### src/rtl/seqdist_pkg.sv
package seqdist_pkg;

    // Byte framing
    localparam int BYTE_W   = 8;
    localparam int TYPE_BIT = BYTE_W - 1;
    localparam int PAY_W    = BYTE_W - 1;

    // Output fan-out: one slot per output plus one shared top-bit slot
    localparam int DEF_OUTS = 4;

    // Command bit positions inside a control byte
    localparam int CMD_RESTART_BIT = 0;
    localparam int CMD_ENLOAD_BIT  = 1;
    localparam int CMD_ENVAL_BIT   = 2;

    typedef enum logic {
        KIND_DATA = 1'b0,
        KIND_CTRL = 1'b1
    } byte_kind_e;

    typedef struct packed {
        logic restart;
        logic en_load;
        logic en_value;
    } ctrl_cmd_t;

    typedef struct packed {
        logic             data_wr;
        logic [PAY_W-1:0] payload;
        logic             cmd_valid;
        ctrl_cmd_t        cmd;
    } decoded_t;

    function automatic byte_kind_e kind_of(input logic [BYTE_W-1:0] b);
        return byte_kind_e'(b[TYPE_BIT]);
    endfunction

    function automatic ctrl_cmd_t cmd_of(input logic [BYTE_W-1:0] b);
        ctrl_cmd_t c;
        c.restart  = b[CMD_RESTART_BIT];
        c.en_load  = b[CMD_ENLOAD_BIT];
        c.en_value = b[CMD_ENVAL_BIT];
        return c;
    endfunction

endpackage

### src/rtl/byte_decoder.sv
module byte_decoder
    import seqdist_pkg::*;
(
    input  logic              in_valid,
    input  logic [BYTE_W-1:0] in_byte,
    output decoded_t          dec
);

    byte_kind_e kind;

    always_comb begin
        kind          = kind_of(in_byte);
        dec.payload   = in_byte[PAY_W-1:0];
        dec.data_wr   = in_valid && (kind == KIND_DATA);
        dec.cmd_valid = in_valid && (kind == KIND_CTRL);
        if (dec.cmd_valid) begin
            dec.cmd = cmd_of(in_byte);
        end else begin
            dec.cmd = '0;
        end
    end

endmodule

### src/rtl/slot_ring.sv
module slot_ring #(
    parameter int SLOTS = 5
) (
    input  logic             clk,
    input  logic             rst,
    input  logic             step,
    input  logic             restart,
    output logic [SLOTS-1:0] sel
);

    localparam logic [SLOTS-1:0] FIRST = {{(SLOTS-1){1'b0}}, 1'b1};

    logic [SLOTS-1:0] sel_q;
    logic [SLOTS-1:0] sel_d;

    always_comb begin
        sel_d = sel_q;
        if (restart) begin
            sel_d = FIRST;
        end else if (step) begin
            sel_d = {sel_q[SLOTS-2:0], sel_q[SLOTS-1]};
        end
    end

    always_ff @(posedge clk) begin
        if (rst) begin
            sel_q <= FIRST;
        end else begin
            sel_q <= sel_d;
        end
    end

    assign sel = sel_q;

    // the ring pointer always selects exactly one slot
    assert_ring_onehot_R3: assert property (@(posedge clk) disable iff (rst)
        $countones(sel_q) == 1);

    // a data byte moves the pointer to the following slot
    assert_ring_advance_R3: assert property (@(posedge clk) disable iff (rst)
        (step && !restart && !sel_q[SLOTS-1]) |=> (sel_q == ($past(sel_q) << 1)));

    // a data byte in the last slot wraps to the first
    assert_ring_wrap_R4: assert property (@(posedge clk) disable iff (rst)
        (step && !restart && sel_q[SLOTS-1]) |=> sel_q[0]);

    // restart returns to the first slot
    assert_ring_restart_R7: assert property (@(posedge clk) disable iff (rst)
        restart |=> (sel_q == FIRST));

    // without a step or restart the pointer holds
    assert_ring_hold_R6: assert property (@(posedge clk) disable iff (rst)
        (!step && !restart) |=> $stable(sel_q));

endmodule

### src/rtl/slot_bank.sv
module slot_bank #(
    parameter int SLOTS = 5,
    parameter int W     = 7
) (
    input  logic                    clk,
    input  logic                    rst,
    input  logic                    wr,
    input  logic [SLOTS-1:0]        sel,
    input  logic [W-1:0]            wdata,
    output logic [SLOTS-1:0][W-1:0] slots
);

    logic [SLOTS-1:0][W-1:0] store_q;

    generate
        for (genvar s = 0; s < SLOTS; s++) begin : g_slot
            always_ff @(posedge clk) begin
                if (rst) begin
                    store_q[s] <= '0;
                end else if (wr && sel[s]) begin
                    store_q[s] <= wdata;
                end
            end
        end
    endgenerate

    assign slots = store_q;

    // without a data write, no slot changes
    assert_bank_hold_R6: assert property (@(posedge clk) disable iff (rst)
        !wr |=> $stable(store_q));

endmodule

### src/rtl/out_merge.sv
module out_merge
    import seqdist_pkg::*;
#(
    parameter int NOUT = DEF_OUTS,
    parameter int W    = PAY_W
) (
    input  logic                   en,
    input  logic [NOUT:0][W-1:0]   slots,
    output logic [NOUT*BYTE_W-1:0] bus
);

    localparam int SPARE = NOUT;

    generate
        if (NOUT > W) begin : g_bad_cfg
            initial $error("out_merge: spare slot too narrow for output count");
        end
        for (genvar n = 0; n < NOUT; n++) begin : g_lane
            logic [BYTE_W-1:0] lane;
            always_comb begin
                lane = {slots[SPARE][n], slots[n]};
                if (!en) begin
                    lane = '0;
                end
            end
            assign bus[n*BYTE_W +: BYTE_W] = lane;
        end
    endgenerate

endmodule

### src/rtl/seven_bit_distributor.sv
module seven_bit_distributor
    import seqdist_pkg::*;
#(
    parameter int NUM_OUT = DEF_OUTS
) (
    input  logic                      clk,
    input  logic                      rst,
    input  logic                      in_valid,
    input  logic [BYTE_W-1:0]         in_byte,
    output logic [NUM_OUT*BYTE_W-1:0] out_bus,
    output logic                      out_en
);

    localparam int NUM_SLOTS = NUM_OUT + 1;

    decoded_t                      dec;
    logic [NUM_SLOTS-1:0]          sel;
    logic [NUM_SLOTS-1:0][PAY_W-1:0] slots;
    logic                          en_q;

    byte_decoder u_dec (
        .in_valid (in_valid),
        .in_byte  (in_byte),
        .dec      (dec)
    );

    slot_ring #(.SLOTS(NUM_SLOTS)) u_ring (
        .clk     (clk),
        .rst     (rst),
        .step    (dec.data_wr),
        .restart (dec.cmd.restart),
        .sel     (sel)
    );

    slot_bank #(.SLOTS(NUM_SLOTS), .W(PAY_W)) u_bank (
        .clk   (clk),
        .rst   (rst),
        .wr    (dec.data_wr),
        .sel   (sel),
        .wdata (dec.payload),
        .slots (slots)
    );

    always_ff @(posedge clk) begin
        if (rst) begin
            en_q <= 1'b0;
        end else if (dec.cmd.en_load) begin
            en_q <= dec.cmd.en_value;
        end
    end

    out_merge #(.NOUT(NUM_OUT), .W(PAY_W)) u_merge (
        .en    (en_q),
        .slots (slots),
        .bus   (out_bus)
    );

    assign out_en = en_q;

    // an enable-load command takes the value bit
    assert_en_load_R8: assert property (@(posedge clk) disable iff (rst)
        (in_valid && in_byte[TYPE_BIT] && in_byte[CMD_ENLOAD_BIT])
            |=> (out_en == $past(in_byte[CMD_ENVAL_BIT])));

    // enable holds unless an enable-load command arrives
    assert_en_hold_R8: assert property (@(posedge clk) disable iff (rst)
        !(in_valid && in_byte[TYPE_BIT] && in_byte[CMD_ENLOAD_BIT]) |=> $stable(out_en));

    // disabled outputs read as zero
    assert_off_zero_R9: assert property (@(posedge clk) disable iff (rst)
        !out_en |-> (out_bus == '0));

endmodule

### config.mk
export PLATFORM = sky130hd
export DESIGN_NAME = seven_bit_distributor
export DESIGN_NICKNAME = d
export VERILOG_FILES = /design/src/rtl/seqdist_pkg.sv /design/src/rtl/byte_decoder.sv /design/src/rtl/slot_ring.sv /design/src/rtl/slot_bank.sv /design/src/rtl/out_merge.sv /design/src/rtl/seven_bit_distributor.sv
export SDC_FILE = /design/constraint.sdc
export NUM_CORES = 1
export LEC_CHECK = 0
export BUFFER_PORTS_ARGS = -buffer_cell sky130_fd_sc_hd__buf_2
export CAP_MARGIN = 15
export CORE_MARGIN = 5
export CORE_UTILIZATION = 50
export CTS_BUF_LIST = sky130_fd_sc_hd__clkbuf_8
export CTS_CLUSTER_DIAMETER = 100
export DETAILED_ROUTE_END_ITERATION = 7
export HOLD_SLACK_MARGIN = 0.1
export PLACE_DENSITY = 0.76
export SETUP_SLACK_MARGIN = 0.15
export SLEW_MARGIN = 25
export SYNTH_ARGS = -nofsm -noshare
export SYNTH_HDL_FRONTEND = slang
export SYNTH_SLANG_ARGS = --single-unit
export TNS_END_PERCENT = 50
### constraint.sdc
create_clock -name clk -period 1 [get_ports clk]
set_input_delay 0.2 -clock clk [delete_from_list [all_inputs] [get_ports clk]]
set_output_delay 0.2 -clock clk [all_outputs]
set_load 0.02 [all_outputs]
==> flow_summary.yaml <==
outcome:
  status: "finished, violations left"
  failed_checks: "setup timing"
sta:
  tightest_slew_ns: 0.2777
  rsz0062_at_grt: "yes"
  slew_violations: 0
  min_period_over_period_pct: 132.9
  max_freq_ghz: 0.7526
  setup_viol: 33
  fin_crit_ns: 1.329
  hold_viol_final: 0
  maxSlewHeadroom_pct: 81.49
  setup_ws_ns: -0.3288
  fin_worst_skew_ns: 0.006006
route:
  num_vias: 1525
  antenna_left: 0
  drt_iter0_drc: 66
  drt_first_pass_iters: 5
  drt-vias-per-instance: 5.100
  wirelength_um: 4579
  wl_per_cell_um: 15.31
  drc: 0
cts:
  cts_tree: "yes"
  cts.sinks: 38
  htreeDepth: 2
  clkTransAtPathRegs_ns: 0.08
  clock_path_buffers: 2
  cts-root-buf: "clkbuf_8"
  clock_latency_ns: 0.30
  cts-buffers-inserted: 5
global_route:
  first_global_vias: 1419
  grt_pass1_wl_um: 6734
  grt_max_degree: 22
  overflow: 0
  grt.total_usage_pct: 19.91
  grt_antenna_before_repair: 0
finish:
  drive_gt1_share_pct: 64.03
  final_cell_count_no_fill: 299
  multi_input_area_um2: 1026
  antennaDiodeCount: 0
  area_growth_pct: 50.07
  seq_area_um2: 770.7
  layout.nets: 263
  final_core_util_pct: 77.09
  num-fill-cells: 210
synthesis:
  synth-seq-area-share_pct: 44.38
  netlist_instances: 200
  yosys_warnings: 0
  syn_area_um2: 1714
  synth_cell_types: 22
  ys_ff_latch: 38
  syn_nets: 211
  avgSynthCellArea_um2: 8.571
place:
  gp_congestion: 0.7748
  portBuffers: 43
  dp.cells: 287
  dp_hpwl_um: 2849
  place_ws_ns: -0.08844
worst_setup_path:
  path_class: "register to output pin"
  worstReg2RegStart: "u_ring.sel[3]$_SDFFE_PP0N_"
  slowest_stage: "dfxtp_4"
  setup.worst_path.end_class: "output pin"
  critPathMaxStageDelay_ns: 0.42
  rr_endpoint: "u_bank.slots[27]$_SDFFE_PP0P_"
  cp.required_ns: 0.80
  r2r_setup_slack_ns: 0.04
  critical_path.max_fanout: 7
  crit_arrival_ns: 1.13
  path_cells: "clkbuf_16 -> and2_4 -> buf_6"
  r2r_cells: 3
  cp-start-kind: "register"
floorplanning:
  core_area_um2: 3337
  boundaryPins: 44
  start_util_pct: 51.37
  die_area_um2: 4699
  die_w_um: 68.55
  fp.dieH_um: 68.55
  placementRows: 21
power_and_ir_drop:
  powerDensity_nw_per_um2: 1213
  p_leak_nw: 1.052
  peakVddDrop_mv: 1.065
  finalPower_mw: 3.121
run:
  maxCapViolCount: 0
hold_path:
  min_to: "u_bank.slots[1]$_SDFFE_PP0P_"
  holdPathStages: 3
  hold_start: "in_byte[1]"
  hold_class: "input pin to register"
[logic make-up (layout without fill, tap and decap cells)]
family / Yosys count / in the layout / share of synthesized area, %
buffers and inverters: 14 / 67 / 5.401
AND/OR/NAND/NOR: 105 / 105 / 31.24
AO/OA/AOI/OAI: 38 / 38 / 16.06
flip-flops: 38 / 38 / 44.38
multiplexers: 5 / 5 / 2.920
[layout make-up]
type,count,share of cell area [%]
multi-input cells,148,39.88
flip-flops and latches,38,29.96
repair buffers,58,23.54
clock buffers,5,2.675
well taps,46,2.237
clock inverters,3,1.556
inverters,1,0.1459
[layer usage]
layer	wire (um)	global-route usage [%]
met5	0	0
met3	218	6.807
met1	1908	24.47
met4	90	6.452
met2	2362	32.54
[sequential cells by signal, indices dropped and copies added, names as in the netlist]
name	count
out_en	1
u_ring.sel	5
u_bank.slots	32
[worst max-delay path, delay by kind of cell, from the launching register on]
family | cells | cell delay, ns
buf+inv | 2 | 0.27
flops | 1 | 0.42
simple gates | 1 | 0.13
[how the worst max path moves through the flow]
stage                                                to           startpoint  slack, ns  cells past startpoint
after floorplan                              out_bus[0]  out_en$_SDFFE_PP0P_       0.08                      2
after global placement    u_bank.slots[26]$_SDFFE_PP0P_           in_byte[7]      -0.04                      4
after detailed placement  u_bank.slots[27]$_SDFFE_PP0P_           in_byte[7]      -0.09                      4
after CTS                                   out_bus[15]  out_en$_SDFFE_PP0P_      -0.32                      3
after global routing                        out_bus[18]  out_en$_SDFFE_PP0P_      -0.37                      3
final                                       out_bus[18]  out_en$_SDFFE_PP0P_      -0.33                      3
[repair_timing]
| item | 4_1_cts | 5_1_grt |
|---|---|---|
| setup buffers | 1 | 2 |
| hold buffers | 0 | 0 |
| cloned | 0 | 1 |
| endpoints found under the setup margin | 68 | 69 |
| pin swaps | 56 | 63 |
| resized for setup | 84 | 23 |
[synthesized netlist by cell type (all sizes together)]
master | number | area, um2
a21oi | 32 | 239.0
and2 | 32 | 200.2
and2b | 1 | 7.510
and3b | 4 | 36.29
buf | 10 | 77.57
clkbuf | 3 | 11.26
dfxtp | 38 | 760.7
inv | 1 | 3.750
mux2i | 5 | 50.05
nand2 | 56 | 210.2
nand3 | 1 | 5.000
nand3b | 5 | 53.80
nor2 | 6 | 22.52
o21ai | 5 | 25.02
o41a | 1 | 11.26
[where the power goes]
group / total (mW) / internal, mW / switching, mW / leakage (nW)
clock network: 1.30 / 0.734 / 0.564 / 0.0579
registers: 1.56 / 1.54 / 0.0190 / 0.310
logic: 0.266 / 0.110 / 0.156 / 0.685
total: 3.12 / 2.38 / 0.739 / 1.05
[cells in the final DEF, fill, tap and decap left out, types with 2 or more instances in the layout]
master,count
and2_4,32
buf_6,32
dfxtp_1,32
nand2_1,31
a21oi_2,26
nand2_2,25
buf_2,10
buf_4,10
a21oi_1,6
nor2_1,6
mux2i_1,5
clkbuf_8,5
dfxtp_2,5
and3b_2,4
o21ai_0,4
buf_12,4
nand3b_1,3
clkinv_2,2
[stage by stage]
| stage | cell area, um2 | hold slack (ns) | setup TNS (ns) |
|---|---|---|---|
| floorplan | 1823 | 0.3227 | 0 |
| global placement | 2110 | 0.4442 | -0.4720 |
| detailed placement | 2110 | 0.4473 | -1.043 |
| CTS | 2465 | 0.1989 | -8.898 |
| global route | 2572 | 0.1881 | -11.35 |
| finish | 2572 | 0.1872 | -10.03 |
(Power assumes the default switching activity.)
